`config.mk`:
```
export PLATFORM = sky130hd
export DESIGN_NAME = gpio_port_ctrl
export DESIGN_NICKNAME = d
export VERILOG_FILES = /design/src/rtl/gpio_port_pkg.sv /design/src/rtl/gpio_in_sync.sv /design/src/rtl/gpio_port_regs.sv /design/src/rtl/gpio_pin_drive.sv /design/src/rtl/gpio_port_ctrl.sv
export SDC_FILE = /design/constraint.sdc
export NUM_CORES = 1
export LEC_CHECK = 0
export ABC_CLOCK_PERIOD_IN_PS = 3000
export BUFFER_PORTS_ARGS = -buffer_cell sky130_fd_sc_hd__buf_2
export CAP_MARGIN = 10
export CORE_ASPECT_RATIO = 0.9
export CORE_MARGIN = 3
export CORE_UTILIZATION = 25
export DETAILED_ROUTE_END_ITERATION = 10
export GPL_ROUTABILITY_DRIVEN = 0
export GPL_TIMING_DRIVEN = 0
export HOLD_SLACK_MARGIN = 0.03
export SLEW_MARGIN = 20
export SYNTH_ARGS = -nofsm -noshare
export SYNTH_HDL_FRONTEND = slang
export SYNTH_SLANG_ARGS = --single-unit
```
`constraint.sdc`:
```
create_clock -name clk -period 3 [get_ports clk]
set_input_delay 0.3 -clock clk [delete_from_list [all_inputs] [get_ports clk]]
set_output_delay 0.3 -clock clk [all_outputs]
set_load 0.05 [all_outputs]
```
`src/rtl/gpio_port_pkg.sv`:
```
package gpio_port_pkg;

   typedef enum logic [1:0] {
      PM_INPUT  = 2'b00,
      PM_OUTPUT = 2'b01,
      PM_ALTFN  = 2'b10,
      PM_ANALOG = 2'b11
   } pin_mode_e;

   // Register word addresses
   localparam int unsigned REG_MODE   = 0;
   localparam int unsigned REG_OTYPE  = 1;
   localparam int unsigned REG_LATCH  = 2;
   localparam int unsigned REG_SAMPLE = 3;
   localparam int unsigned REG_SETCLR = 4;
   localparam int unsigned REG_AFSEL0 = 5;

endpackage

```
`src/rtl/gpio_in_sync.sv`:
```
module gpio_in_sync #(
   parameter int unsigned WIDTH  = 16,
   parameter int unsigned STAGES = 2
) (
   input  logic             clk,
   input  logic             rst_n,
   input  logic [WIDTH-1:0] din,
   output logic [WIDTH-1:0] dout
);

   if (STAGES < 2) begin : g_chk_stages
      $error("gpio_in_sync: STAGES must be at least 2");
   end

   logic [WIDTH-1:0] stage_q [STAGES];

   always_ff @(posedge clk or negedge rst_n) begin
      if (!rst_n) begin
         for (int i = 0; i < STAGES; i++) begin
            stage_q[i] <= '0;
         end
      end else begin
         stage_q[0] <= din;
         for (int i = 1; i < STAGES; i++) begin
            stage_q[i] <= stage_q[i-1];
         end
      end
   end

   assign dout = stage_q[STAGES-1];

endmodule

```
`src/rtl/gpio_port_regs.sv`:
```
module gpio_port_regs
   import gpio_port_pkg::*;
#(
   parameter int unsigned NUM_PINS = 16,
   parameter int unsigned DATA_W   = 32,
   parameter int unsigned ADDR_W   = 3,
   parameter int unsigned AF_W     = 4
) (
   input  logic                     clk,
   input  logic                     rst_n,
   input  logic                     bus_we,
   input  logic [ADDR_W-1:0]        bus_addr,
   input  logic [DATA_W-1:0]        bus_wdata,
   input  logic                     atom_we,
   input  logic [2*NUM_PINS-1:0]    atom_data,
   output logic [2*NUM_PINS-1:0]    mode_q,
   output logic [NUM_PINS-1:0]      otype_q,
   output logic [NUM_PINS-1:0]      latch_q,
   output logic [NUM_PINS*AF_W-1:0] afsel_q
);

   localparam int unsigned PINS_PER_AFW = DATA_W / AF_W;
   localparam logic [ADDR_W-1:0] A_MODE   = ADDR_W'(REG_MODE);
   localparam logic [ADDR_W-1:0] A_OTYPE  = ADDR_W'(REG_OTYPE);
   localparam logic [ADDR_W-1:0] A_LATCH  = ADDR_W'(REG_LATCH);
   localparam logic [ADDR_W-1:0] A_SETCLR = ADDR_W'(REG_SETCLR);

   logic                wr_mode, wr_otype, wr_latch, wr_setclr;
   logic [NUM_PINS-1:0] latch_base, set_vec, clr_vec, latch_next;

   assign wr_mode   = bus_we && (bus_addr == A_MODE);
   assign wr_otype  = bus_we && (bus_addr == A_OTYPE);
   assign wr_latch  = bus_we && (bus_addr == A_LATCH);
   assign wr_setclr = bus_we && (bus_addr == A_SETCLR);

   // Bus value first, then set/clear from both sources, set last
   always_comb begin
      latch_base = wr_latch ? bus_wdata[NUM_PINS-1:0] : latch_q;
      set_vec    = '0;
      clr_vec    = '0;
      if (wr_setclr) begin
         set_vec = set_vec | bus_wdata[NUM_PINS-1:0];
         clr_vec = clr_vec | bus_wdata[NUM_PINS +: NUM_PINS];
      end
      if (atom_we) begin
         set_vec = set_vec | atom_data[NUM_PINS-1:0];
         clr_vec = clr_vec | atom_data[NUM_PINS +: NUM_PINS];
      end
      latch_next = (latch_base & ~clr_vec) | set_vec;
   end

   always_ff @(posedge clk or negedge rst_n) begin
      if (!rst_n) begin
         mode_q  <= '0;
         otype_q <= '0;
         latch_q <= '0;
      end else begin
         if (wr_mode)  mode_q  <= bus_wdata[2*NUM_PINS-1:0];
         if (wr_otype) otype_q <= bus_wdata[NUM_PINS-1:0];
         latch_q <= latch_next;
      end
   end

   for (genvar p = 0; p < NUM_PINS; p++) begin : g_afsel
      localparam int unsigned WORD = p / PINS_PER_AFW;
      localparam int unsigned SLOT = p % PINS_PER_AFW;
      localparam logic [ADDR_W-1:0] A_WORD = ADDR_W'(REG_AFSEL0 + WORD);
      logic [AF_W-1:0] sel_q;
      always_ff @(posedge clk or negedge rst_n) begin
         if (!rst_n) begin
            sel_q <= '0;
         end else if (bus_we && (bus_addr == A_WORD)) begin
            sel_q <= bus_wdata[SLOT*AF_W +: AF_W];
         end
      end
      assign afsel_q[p*AF_W +: AF_W] = sel_q;
   end

   AST_SET_LANDS: assert property (@(posedge clk) disable iff (!rst_n)
      (|set_vec) |=> ((latch_q & $past(set_vec)) == $past(set_vec)));

   AST_CLR_LANDS: assert property (@(posedge clk) disable iff (!rst_n)
      (|clr_vec) |=> ((latch_q & $past(clr_vec & ~set_vec)) == '0));

   AST_OTHERS_HOLD: assert property (@(posedge clk) disable iff (!rst_n)
      !wr_latch |=> (((latch_q ^ $past(latch_q)) & ~$past(set_vec | clr_vec)) == '0));

endmodule

```
`src/rtl/gpio_pin_drive.sv`:
```
module gpio_pin_drive
   import gpio_port_pkg::*;
#(
   parameter int unsigned AF_COUNT = 16,
   parameter int unsigned AF_W     = 4
) (
   input  logic [1:0]          mode,
   input  logic                open_drain,
   input  logic                latch,
   input  logic [AF_W-1:0]     af_sel,
   input  logic [AF_COUNT-1:0] af_sig,
   output logic                pad_out,
   output logic                pad_oe
);

   logic af_bit;
   logic data;
   logic active;

   always_comb begin
      af_bit = 1'b0;
      for (int i = 0; i < AF_COUNT; i++) begin
         if (af_sel == AF_W'(i)) af_bit = af_sig[i];
      end
   end

   always_comb begin
      data   = 1'b0;
      active = 1'b0;
      case (pin_mode_e'(mode))
         PM_OUTPUT: begin data = latch;  active = 1'b1; end
         PM_ALTFN:  begin data = af_bit; active = 1'b1; end
         default:   begin data = 1'b0;   active = 1'b0; end
      endcase
   end

   always_comb begin
      if (!active) begin
         pad_out = 1'b0;
         pad_oe  = 1'b0;
      end else if (open_drain) begin
         pad_out = 1'b0;
         pad_oe  = ~data;
      end else begin
         pad_out = data;
         pad_oe  = 1'b1;
      end
   end

endmodule

```
`src/rtl/gpio_port_ctrl.sv`:
```
module gpio_port_ctrl
   import gpio_port_pkg::*;
#(
   parameter int unsigned NUM_PINS    = 16,
   parameter int unsigned DATA_W      = 32,
   parameter int unsigned ADDR_W      = 3,
   parameter int unsigned AF_COUNT    = 16,
   parameter int unsigned SYNC_STAGES = 2
) (
   input  logic                  clk,
   input  logic                  rst_n,
   input  logic                  bus_we,
   input  logic [ADDR_W-1:0]     bus_addr,
   input  logic [DATA_W-1:0]     bus_wdata,
   input  logic [ADDR_W-1:0]     rd_addr,
   output logic [DATA_W-1:0]     rd_data,
   input  logic                  atom_we,
   input  logic [2*NUM_PINS-1:0] atom_data,
   input  logic [AF_COUNT-1:0]   af_sig,
   input  logic [NUM_PINS-1:0]   pad_in,
   output logic [NUM_PINS-1:0]   pad_out,
   output logic [NUM_PINS-1:0]   pad_oe
);

   localparam int unsigned AF_W         = (AF_COUNT > 1) ? $clog2(AF_COUNT) : 1;
   localparam int unsigned PINS_PER_AFW = DATA_W / AF_W;
   localparam int unsigned AF_WORDS     = (NUM_PINS + PINS_PER_AFW - 1) / PINS_PER_AFW;
   localparam int unsigned AFW_BITS     = PINS_PER_AFW * AF_W;
   localparam int unsigned AF_PAD_W     = AF_WORDS * AFW_BITS;

   if (NUM_PINS < 1 || 2*NUM_PINS > DATA_W) begin : g_chk_pins
      $error("gpio_port_ctrl: NUM_PINS must be 1..DATA_W/2");
   end
   if (AF_COUNT < 1 || AF_W > DATA_W) begin : g_chk_af
      $error("gpio_port_ctrl: AF_COUNT out of range");
   end
   if (REG_AFSEL0 + AF_WORDS > (1 << ADDR_W)) begin : g_chk_addr
      $error("gpio_port_ctrl: ADDR_W too small for selector words");
   end

   logic [2*NUM_PINS-1:0]    mode_q;
   logic [NUM_PINS-1:0]      otype_q;
   logic [NUM_PINS-1:0]      latch_q;
   logic [NUM_PINS*AF_W-1:0] afsel_q;
   logic [NUM_PINS-1:0]      sync_q;
   logic [NUM_PINS-1:0]      analog_mask;
   logic [NUM_PINS-1:0]      idle_mask;
   logic [NUM_PINS-1:0]      in_vis;
   logic [AF_PAD_W-1:0]      af_pad;

   gpio_port_regs #(
      .NUM_PINS (NUM_PINS),
      .DATA_W   (DATA_W),
      .ADDR_W   (ADDR_W),
      .AF_W     (AF_W)
   ) u_regs (
      .clk       (clk),
      .rst_n     (rst_n),
      .bus_we    (bus_we),
      .bus_addr  (bus_addr),
      .bus_wdata (bus_wdata),
      .atom_we   (atom_we),
      .atom_data (atom_data),
      .mode_q    (mode_q),
      .otype_q   (otype_q),
      .latch_q   (latch_q),
      .afsel_q   (afsel_q)
   );

   gpio_in_sync #(
      .WIDTH  (NUM_PINS),
      .STAGES (SYNC_STAGES)
   ) u_sync (
      .clk   (clk),
      .rst_n (rst_n),
      .din   (pad_in),
      .dout  (sync_q)
   );

   for (genvar k = 0; k < NUM_PINS; k++) begin : g_pin
      assign analog_mask[k] = (mode_q[2*k +: 2] == 2'(PM_ANALOG));
      assign idle_mask[k]   = (mode_q[2*k] == mode_q[2*k+1]);

      gpio_pin_drive #(
         .AF_COUNT (AF_COUNT),
         .AF_W     (AF_W)
      ) u_drv (
         .mode       (mode_q[2*k +: 2]),
         .open_drain (otype_q[k]),
         .latch      (latch_q[k]),
         .af_sel     (afsel_q[k*AF_W +: AF_W]),
         .af_sig     (af_sig),
         .pad_out    (pad_out[k]),
         .pad_oe     (pad_oe[k])
      );
   end

   assign in_vis = sync_q & ~analog_mask;
   assign af_pad = AF_PAD_W'(afsel_q);

   always_comb begin
      rd_data = '0;
      if (rd_addr == ADDR_W'(REG_MODE))   rd_data = DATA_W'(mode_q);
      if (rd_addr == ADDR_W'(REG_OTYPE))  rd_data = DATA_W'(otype_q);
      if (rd_addr == ADDR_W'(REG_LATCH))  rd_data = DATA_W'(latch_q);
      if (rd_addr == ADDR_W'(REG_SAMPLE)) rd_data = DATA_W'(in_vis);
      for (int w = 0; w < AF_WORDS; w++) begin
         if (rd_addr == ADDR_W'(REG_AFSEL0 + w)) rd_data = DATA_W'(af_pad[w*AFW_BITS +: AFW_BITS]);
      end
   end

   AST_OD_NEVER_HIGH: assert property (@(posedge clk) disable iff (!rst_n)
      (pad_oe & otype_q & pad_out) == '0);

   AST_IDLE_UNDRIVEN: assert property (@(posedge clk) disable iff (!rst_n)
      (pad_oe & idle_mask) == '0);

   AST_PP_DRIVES: assert property (@(posedge clk) disable iff (!rst_n)
      (pad_oe | otype_q | idle_mask) == '1);

   AST_ANALOG_READS_ZERO: assert property (@(posedge clk) disable iff (!rst_n)
      (rd_addr == ADDR_W'(REG_SAMPLE)) |-> ((rd_data[NUM_PINS-1:0] & analog_mask) == '0));

endmodule

```
==> impl_metrics.yaml, run 1 <==
status:
  status: "completed"
logic_synthesis:
  yosysTopAreaCellShare_pct: 36.7
  synth_warnings: 0
  synth_seq_cells: 160
  ys_types: 64
  seq_area_frac_synth_pct: 36.7
  syn-num-nets: 1239
  synth_edf_count: 0
  yosysMostFrequentCell: "dfrtp_1"
  synthArstFlopShare_pct: 100
  synth_area_per_cell_sq_um: 10.1
  yosysTopAreaCell: "dfrtp_1"
  synth_ff_type: "dfrtp_1"
  synth_area_leaders: "dfrtp_1, mux2_2, mux2i_1"
  synth_commonest_cells: "dfrtp_1, nand2_1, o21ai_0, mux2_2, mux2i_1"
  netlist_instances: 1085
  synth_area_sq_um: 10900
timing:
  fmax_ghz: 0.340
  post-route-period-util_pct: 98.2
  tightest_slew_ns: 1.00
  slew_headroom_pct: 33.1
  finalCriticalPeriod_ns: 2.94
  clock_skew_ns: 0.00517
  rsz0062_at_grt: "true"
  fin_setup_tns_ns: 0
  setup_violations: 0
  hold_viol_final: 0
  drv_slew: 0
clock_tree:
  htree_levels: 4
  cts_buffer_depth: 2
  clk_pin_slew_ns: 0.07
  cts_buffers: 17
  cts_tree: "built"
  root_buffer: "clkbuf_16"
  clk_latency_ns: 0.45
  clkSinkCount: 160
drt:
  drcViolationCount: 0
  wl_per_cell_um: 24.6
  vias_per_cell: 5.40
  drt_iter0_markers: 1194
  wirelength_um: 45400
  detail_route.first_pass.iterations: 6
  vias: 9960
  drt.antenna.violating_nets: 0
layout:
  area.growth.synth_to_final_pct: 23.3
  final_cells: 1846
  final_cell_area_sq_um: 13500
  layout.nets: 1439
  fill_cells: 4407
  drive_above_1_share_pct: 31.5
global_route:
  grt.overflow.total: 0
  grt_util_all_layers_pct: 19.3
  grt_pass1_wl_um: 65000
  grt_max_degree: 86
  grt_pass1_vias: 9610
  antenna_found_initial: 1
worst_setup_path:
  worstSetupStartpointType: "register"
  reg2reg_to: "u_regs.g_afsel[10].sel_q[2]"
  path_class: "reg2out"
  cp_max_fo: 8
  endpoint_kind: "output port"
  worstPathRequired_ns: 2.70
  reg2reg_slack_ns: 1.89
  cp.arrival_ns: 2.64
  rr_startpoint: "u_regs.g_afsel[10].sel_q[2]"
  reg2reg_depth: 2
min_path:
  worstHoldStart: "atom_data[14]"
  whs_path_depth: 2
  min_to: "u_regs.latch_q[14]"
  hold_class: "in2reg"
power:
  power_leakage_nw: 5.92
  ir_drop_uv: 412
  power_density_nw_per_um2: 688
placed_design:
  port_buffers: 166
  place_area_sq_um: 12500
  place_inst: 1799
  dp_hpwl_um: 34500
floorplan:
  initial_core_util_pct: 25.7
  dieArea_sq_um: 46200
  die_y_um: 204
  io_pins: 170
  core_area_sq_um: 42500
  rows: 71
  die_width_um: 226
flow_run:
  cap_violations: 0
[stage by stage]
step / worst slack (ns) / hold slack (ns) / power [W] / util [%]
finish: 0.0550 / 0.0860 / 0.00927 / 31.7
global route: -0.0424 / 0.0768 / 0.00968 / 31.7
CTS: 0.00119 / 0.0756 / 0.00913 / 31.5
detailed placement: -0.227 / 0.336 / 0.00662 / 29.4
global placement: -1.05 / 0.334 / 0.00654 / 29.3
floorplan: 0.367 / 0.00441 / 0.00554 / -
[kinds of logic (layout without fill, tap and decap cells)]
| group | after synthesis | after routing | share of synthesized area (%) |
|---|---|---|---|
| compound gates | 256 | 256 | 15.6 |
| flops | 160 | 160 | 36.7 |
| fa+ha+maj | 48 | 48 | 5.50 |
| simple gates | 274 | 274 | 12.0 |
| buf+inv | 159 | 372 | 7.13 |
| mux | 188 | 188 | 23.1 |
| other cells | 0 | 1 | 0 |
[worst max-delay path, cell delays in order, from the launching register on]
cell     delay [ns]
dfrtp_1        0.32
buf_2          0.20
mux4_1         0.61
nor3b_1        0.25
o41ai_2        0.13
a21oi_1        0.34
buf_4          0.17
buf_4          0.18
[placed cells by master (no fill, tap or decap), types with 17 or more instances in the layout]
master         instances
buf_4                 46
mux2_2                89
dfrtp_1              159
ha_1                  48
nand2_1              124
clkbuf_1              48
mux2i_1               61
nor2_1                56
buf_2                161
o21ai_0               91
a22oi_1               33
dlygate4sd3_1         17
mux4_2                23
nand2b_1              24
a21oi_1               33
inv_1                 40
clkbuf_16             17
[area by class of cell]
class	count	area [sq um]	share of cell area, %
Antenna cell	1	2.50	0.0186
Buffer	114	639	4.75
Clock buffer	21	440	3.27
Clock inverter	11	188	1.39
Inverter	40	150	1.12
Multi-Input combinational cell	766	6260	46.5
Sequential cell	160	4010	29.7
Tap cell	547	684	5.08
Timing Repair Buffer	186	1100	8.16
[sequential cells by signal, indices dropped and copies added, names as in the netlist]
signal and cells:
u_regs.mode_q 32, u_regs.latch_q 16, u_regs.g_afsel.sel_q 64, u_regs.otype_q 16, u_sync.stage_q 16, u_sync.dout 16
[metal layers]
metal / up-vias / wire (um) / GRT usage, %
met1: 5047 / 20100 / 27.0
met4: 0 / 1150 / 5.48
met5: - / 0 / 0
met3: 66 / 3790 / 4.84
li1: 4331 / - / -
met2: 516 / 20300 / 29.6
[power by group]
group / internal [W] / leakage, nW / switching (W)
logic: 0.00159 / 3.72 / 0.00217
clock network: 0.00147 / 0.297 / 0.000951
registers: 0.00254 / 1.90 / 0.000547
[worst max-delay path by stage]
stage / start / end / depth (start not counted)
4_1_cts: u_regs.g_afsel[5].sel_q[0] / pad_oe[5] / 8
2_1_floorplan: rd_addr[1] / rd_data[21] / 6
6_report: u_regs.g_afsel[11].sel_q[0] / pad_oe[11] / 7
5_1_grt: u_regs.g_afsel[11].sel_q[0] / pad_oe[11] / 7
3_5_place_dp: af_sig[15] / pad_out[4] / 9
3_3_place_gp: rst_n / u_sync.stage_q[21] / 1
[what timing repair did]
item | in CTS | in global routing
hold endpoints to repair | 100 | 0
setup buffers | 0 | 2
cloned | 0 | 0
resized for setup | 21 | 46
pin swaps | 1 | 8
hold buffers | 17 | 0
endpoints found under the setup margin | 17 | 35
Note: power is estimated with default switching activity, not from simulation.
==> run 2: changes to the inputs <==
Settings changed: SYNTH_HIERARCHICAL from default to 1.
==> impl_metrics.yaml, run 2 <==
status:
  status: "completed"
global_route:
  grt_util_all_layers_pct: 20.2
  grt_pass1_vias: 10199
  antenna_found_initial: 6
  grt_max_degree: 56
  grt.overflow.total: 0
  grt_pass1_wl_um: 71000
logic_synthesis:
  synth_seq_cells: 160
  synth_edf_count: 0
  synth_area_per_cell_sq_um: 10.7
  yosysTopAreaCell: "dfrtp_1"
  synth_warnings: 6
  seq_area_frac_synth_pct: 34.7
  yosysTopAreaCellShare_pct: 34.7
  synth_ff_type: "dfrtp_1"
  synth_area_leaders: "dfrtp_1, mux2_2, mux2_4"
  netlist_instances: 1083
  ys_types: 52
  synth_commonest_cells: "dfrtp_1, mux2_2, nand2_1, inv_1, mux2_4"
  synth_area_sq_um: 11500
  yosysMostFrequentCell: "dfrtp_1"
  syn-num-nets: 1221
  synthArstFlopShare_pct: 100
timing:
  post-route-period-util_pct: 93.9
  hold_viol_final: 0
  drv_slew: 0
  finalCriticalPeriod_ns: 2.82
  setup_violations: 0
  clock_skew_ns: 0.00695
  fmax_ghz: 0.355
  tightest_slew_ns: 0.880
  fin_ws_ns: 0.183
  rsz0062_at_grt: "false"
  slew_headroom_pct: 41.3
  fin_setup_tns_ns: 0
drt:
  drt.antenna.violating_nets: 0
  wl_per_cell_um: 26.4
  drt_iter0_markers: 983
  vias: 10629
  vias_per_cell: 5.56
  wirelength_um: 50500
  drcViolationCount: 0
  detail_route.first_pass.iterations: 5
clock_tree:
  post_cts_buffers: 0
  cts_buffer_depth: 2
  cts_buffers: 17
  root_buffer: "clkbuf_16"
  clkSinkCount: 160
  clk_pin_slew_ns: 0.07
  clk_latency_ns: 0.45
  htree_levels: 4
  cts_tree: "built"
worst_setup_path:
  max_stage_delay_ns: 0.53
  cp.arrival_ns: 2.52
  path_class: "reg2out"
  cpMaxStageDelayCell: "a2111oi_0"
  cp_max_fo: 11
  crit_chain: "nand2b_1 -> a2111oi_0 -> o41ai_1 -> a31oi_1 -> buf_2"
  endpoint_kind: "output port"
  worstSetupStartpointType: "register"
  reg2reg_slack_ns: 2.04
  worstPathRequired_ns: 2.70
floorplan:
  core_area_sq_um: 45500
  initial_core_util_pct: 25.4
  die_width_um: 232
  dieArea_sq_um: 48800
  io_pins: 170
  die_y_um: 210
  rows: 74
placed_design:
  dp_hpwl_um: 35200
  place_area_sq_um: 13200
  port_buffers: 168
  place_ws_ns: 0.431
  place_inst: 1861
flow_run:
  cap_violations: 0
layout:
  largest_register_ffs: 64
  final_common_cell: "buf_2"
  drive_above_1_share_pct: 35.3
  final_cell_area_sq_um: 14000
  top_regs: "u_regs/g_afsel.sel_q: 64 flops, u_regs/mode_q: 32 flops"
  final_core_util_pct: 30.8
  area.growth.synth_to_final_pct: 21.4
  final_cells: 1912
  largest-register: "u_regs/g_afsel.sel_q"
  final_cell_mix: "buf_2, dfrtp_1, mux2_2"
  layout.nets: 1427
min_path:
  hold_class: "in2reg"
power:
  ir_drop_uv: 345
  power_leakage_nw: 5.94
  power_density_nw_per_um2: 659
-- run 2: cell types whose count changed in the layout (fill, tap and decap cells not counted), sizes merged, moves of 25 or more --
cell,previous run,this run
clkbuf,83,22
mux2,89,192
mux2i,62,33
mux4,37,0
nand2,124,49
nand3,7,32
o21ai,94,16
o31ai,1,31
-- run 2: repair_timing --
action                                 4_1_cts  5_1_grt
endpoints found under the hold margin       70        0
hold buffers                                17        0
gates resized for setup                      0        1
setup endpoints to repair                    0        1
-- run 2: path summary, 6_finish.rpt --
kind	startpoint	endpoint	cells past startpoint
max in group asynchronous	rst_n	u_regs/g_afsel[2].sel_q[1]	4
worst max-delay path	u_regs/g_afsel[3].sel_q[1]	pad_oe[3]	5
worst min-delay path	atom_data[0]	u_regs/latch_q[0]	3
worst max register to register	u_regs/g_afsel[4].sel_q[1]	u_regs/g_afsel[4].sel_q[1]	1
min in group asynchronous	rst_n	u_sync/stage_q[30]	2
worst min register to register	u_sync/stage_q[22]	u_sync/dout[6]	0
-- run 2: area by class of cell --
| type | instances | area, sq um |
|---|---|---|
| Antenna cell | 2 | 5.00 |
| Buffer | 75 | 574 |
| Clock buffer | 17 | 425 |
| Clock inverter | 15 | 193 |
| Fill cell | 4651 | 31500 |
| Inverter | 49 | 184 |
| Multi-Input combinational cell | 799 | 6780 |
| Sequential cell | 160 | 4000 |
| Tap cell | 608 | 761 |
| Timing Repair Buffer | 187 | 1080 |
-- run 2: cells by family after synthesis --
logic type / Yosys count / synth area share (%)
adder cells (fa/ha/maj): 32 / 3.47
multiplexers: 225 / 22.9
AND/OR/NAND/NOR: 256 / 13.4
AO/OA/AOI/OAI: 286 / 18.9
buffers and inverters: 124 / 6.57
flip-flops: 160 / 34.7
-- run 2: routing by layer --
metal	GRT usage, %	up-vias	part of all wire [%]
li1	-	4609	-
met1	27.6	5273	42
met2	29.9	622	43
met3	6.12	117	10
met4	7.79	8	4.0
met5	0	-	0.087
-- run 2: power by group --
part | total [W] | switching (W) | internal (W) | leakage [nW]
clock | 0.00238 | 0.00104 | 0.00134 | 0.308
combinational | 0.00360 | 0.00213 | 0.00147 | 3.73
sequential | 0.00325 | 0.000710 | 0.00254 | 1.90
-- run 2: stage by stage --
step	power, W	hold slack (ns)
after floorplan	0.00563	0.00441
after global placement	0.00669	0.334
after detailed placement	0.00680	0.251
after CTS	0.00922	0.102
after global routing	0.00967	0.122
final	0.00923	0.105
-- run 2: worst max-delay path: cells and delay by family (launching register included) --
family | cells | cell delay, ns
buf+inv | 1 | 0.32
flops | 1 | 0.52
compound gates | 3 | 0.99
simple gates | 1 | 0.23
==> run 3: changes to the inputs <==
Settings changed: CELL_PAD_IN_SITES_DETAIL_PLACEMENT from default to 0, CELL_PAD_IN_SITES_GLOBAL_PLACEMENT from default to 1, PLACE_DENSITY_LB_ADDON from default to 0.1.
==> impl_metrics.yaml, run 3 (same netlist as run 2, synthesis figures left out) <==
clock_tree:
  clk_pin_slew_ns: 0.07
  htree_levels: 4
  cts_buffers: 17
  cts_buffer_depth: 2
  cts_tree: "built"
  clk_latency_ns: 0.46
  clkSinkCount: 160
  post_cts_buffers: 0
  root_buffer: "clkbuf_16"
power:
  power_density_nw_per_um2: 672
  ir_drop_uv: 310
  p_total_w: 0.00943
  power_leakage_nw: 5.95
status:
  status: "completed"
global_route:
  grt_util_all_layers_pct: 23.2
  grt.overflow.total: 0
  grt_pass1_vias: 10202
  grt_pass1_wl_um: 78900
  antenna_found_initial: 3
  grt_max_degree: 65
drt:
  wirelength_um: 57400
  detail_route.first_pass.iterations: 7
  vias: 10511
  wl_per_cell_um: 30.1
  drt_iter0_markers: 770
  drt.antenna.violating_nets: 0
  vias_per_cell: 5.51
  drcViolationCount: 0
layout:
  top_regs: "u_regs/g_afsel.sel_q: 64 flops, u_regs/mode_q: 32 flops"
  final_common_cell: "buf_2"
  drive_above_1_share_pct: 35.2
  largest-register: "u_regs/g_afsel.sel_q"
  layout.nets: 1427
  final_cell_mix: "buf_2, dfrtp_1, mux2_2"
  area.growth.synth_to_final_pct: 21.6
  largest_register_ffs: 64
timing:
  rsz0062_at_grt: "false"
  post-route-period-util_pct: 98.4
  setup_violations: 0
  fin_ws_ns: 0.0471
  drv_slew: 0
  slew_headroom_pct: 31.2
  fmax_ghz: 0.339
  finalCriticalPeriod_ns: 2.95
  hold_viol_final: 0
  tightest_slew_ns: 1.03
  clock_skew_ns: 0.00736
worst_setup_path:
  crit_buf_inv: 2
  worstPathRequired_ns: 2.70
  cpMaxStageDelayCell: "or4b_1"
  crit_chain: "buf_6 -> or4b_1 -> a21oi_1 -> o41ai_1 -> a31oi_1 -> buf_2"
  cp_max_fo: 10
  cp.arrival_ns: 2.65
  path_class: "reg2out"
  max_stage_delay_ns: 0.49
  critPathTopFamily: "compound AO/OA/AOI/OAI gates"
  endpoint_kind: "output port"
  worstSetupStartpointType: "register"
placed_design:
  dp_hpwl_um: 38200
  place_ws_ns: 0.304
  port_buffers: 168
floorplan:
  dieArea_sq_um: 48800
  rows: 74
  io_pins: 170
  die_y_um: 210
  initial_core_util_pct: 25.4
  die_width_um: 232
  core_area_sq_um: 45500
min_path:
  hold_class: "in2reg"
flow_run:
  cap_violations: 0
==> run 3: path summary, 6_finish.rpt <==
path                                              from                     endpoint  slack (ns)  cells after the start
setup / recovery           u_regs/g_afsel[12].sel_q[0]                   pad_oe[12]        0.05                      6
hold / removal                            atom_data[1]            u_regs/latch_q[1]        0.11                      3
setup reg to reg            u_regs/g_afsel[3].sel_q[1]   u_regs/g_afsel[3].sel_q[1]        2.02                      1
hold reg to reg                     u_sync/stage_q[30]              u_sync/dout[14]        0.35                      0
max in group asynchronous                        rst_n  u_regs/g_afsel[15].sel_q[1]        1.62                      4
min in group asynchronous                        rst_n           u_sync/stage_q[20]        0.30                      2
==> run 3: area by class of cell <==
| class | count | area [sq um] |
|---|---|---|
| fillers | 4763 | 31400 |
| flip-flops and latches | 160 | 4000 |
| inverters | 49 | 184 |
| repair buffers | 187 | 1080 |
| clock inverters | 10 | 184 |
| diodes | 1 | 2.50 |
| plain buffers | 75 | 574 |
| clock buffers | 20 | 467 |
| multi-input cells | 799 | 6790 |
| well taps | 608 | 761 |
==> run 3: tightest hold or removal path: cells and delay by family <==
kind | cells | cell delay [ns]
buf+inv | 1 | 0.08
compound gates | 2 | 0.15
==> run 3: routing by layer <==
metal / track usage, % / vias up / part of all wire (%)
met2: 35.3 / 353 / 44
met5: 0 / - / 0.023
met1: 33.6 / 5477 / 48
li1: - / 4616 / -
met3: 4.18 / 63 / 5.0
met4: 6.26 / 2 / 2.3
==> run 3: stage by stage <==
step | cells | setup TNS [ns] | hold WS [ns] | cell area (sq um) | utilization [%]
2_1_floorplan | 1083 | 0 | 0.00441 | 11500 | -
3_3_place_gp | 1859 | -217.92 | 0.332 | 13100 | 28.9
3_5_place_dp | 1861 | 0 | 0.204 | 13200 | 29.0
4_1_cts | 1908 | 0 | 0.0753 | 14000 | 30.9
5_1_grt | 1908 | 0 | 0.0997 | 14000 | 30.9
6_report | 1909 | 0 | 0.106 | 14000 | 30.9
==> run 3: where the power goes <==
| part | total [W] | leakage [nW] | switching, W | internal, W |
|---|---|---|---|---|
| clock network | 0.00253 | 0.314 | 0.00100 | 0.00153 |
| logic | 0.00362 | 3.74 | 0.00215 | 0.00147 |
| registers | 0.00328 | 1.90 | 0.000741 | 0.00254 |
| total | 0.00943 | 5.95 | 0.00389 | 0.00554 |
==> run 3: what timing repair did <==
action	4_1_cts	5_1_grt
hold buffers	17	0
setup endpoints to repair	0	1
endpoints found under the hold margin	51	0
gates resized for setup	0	1
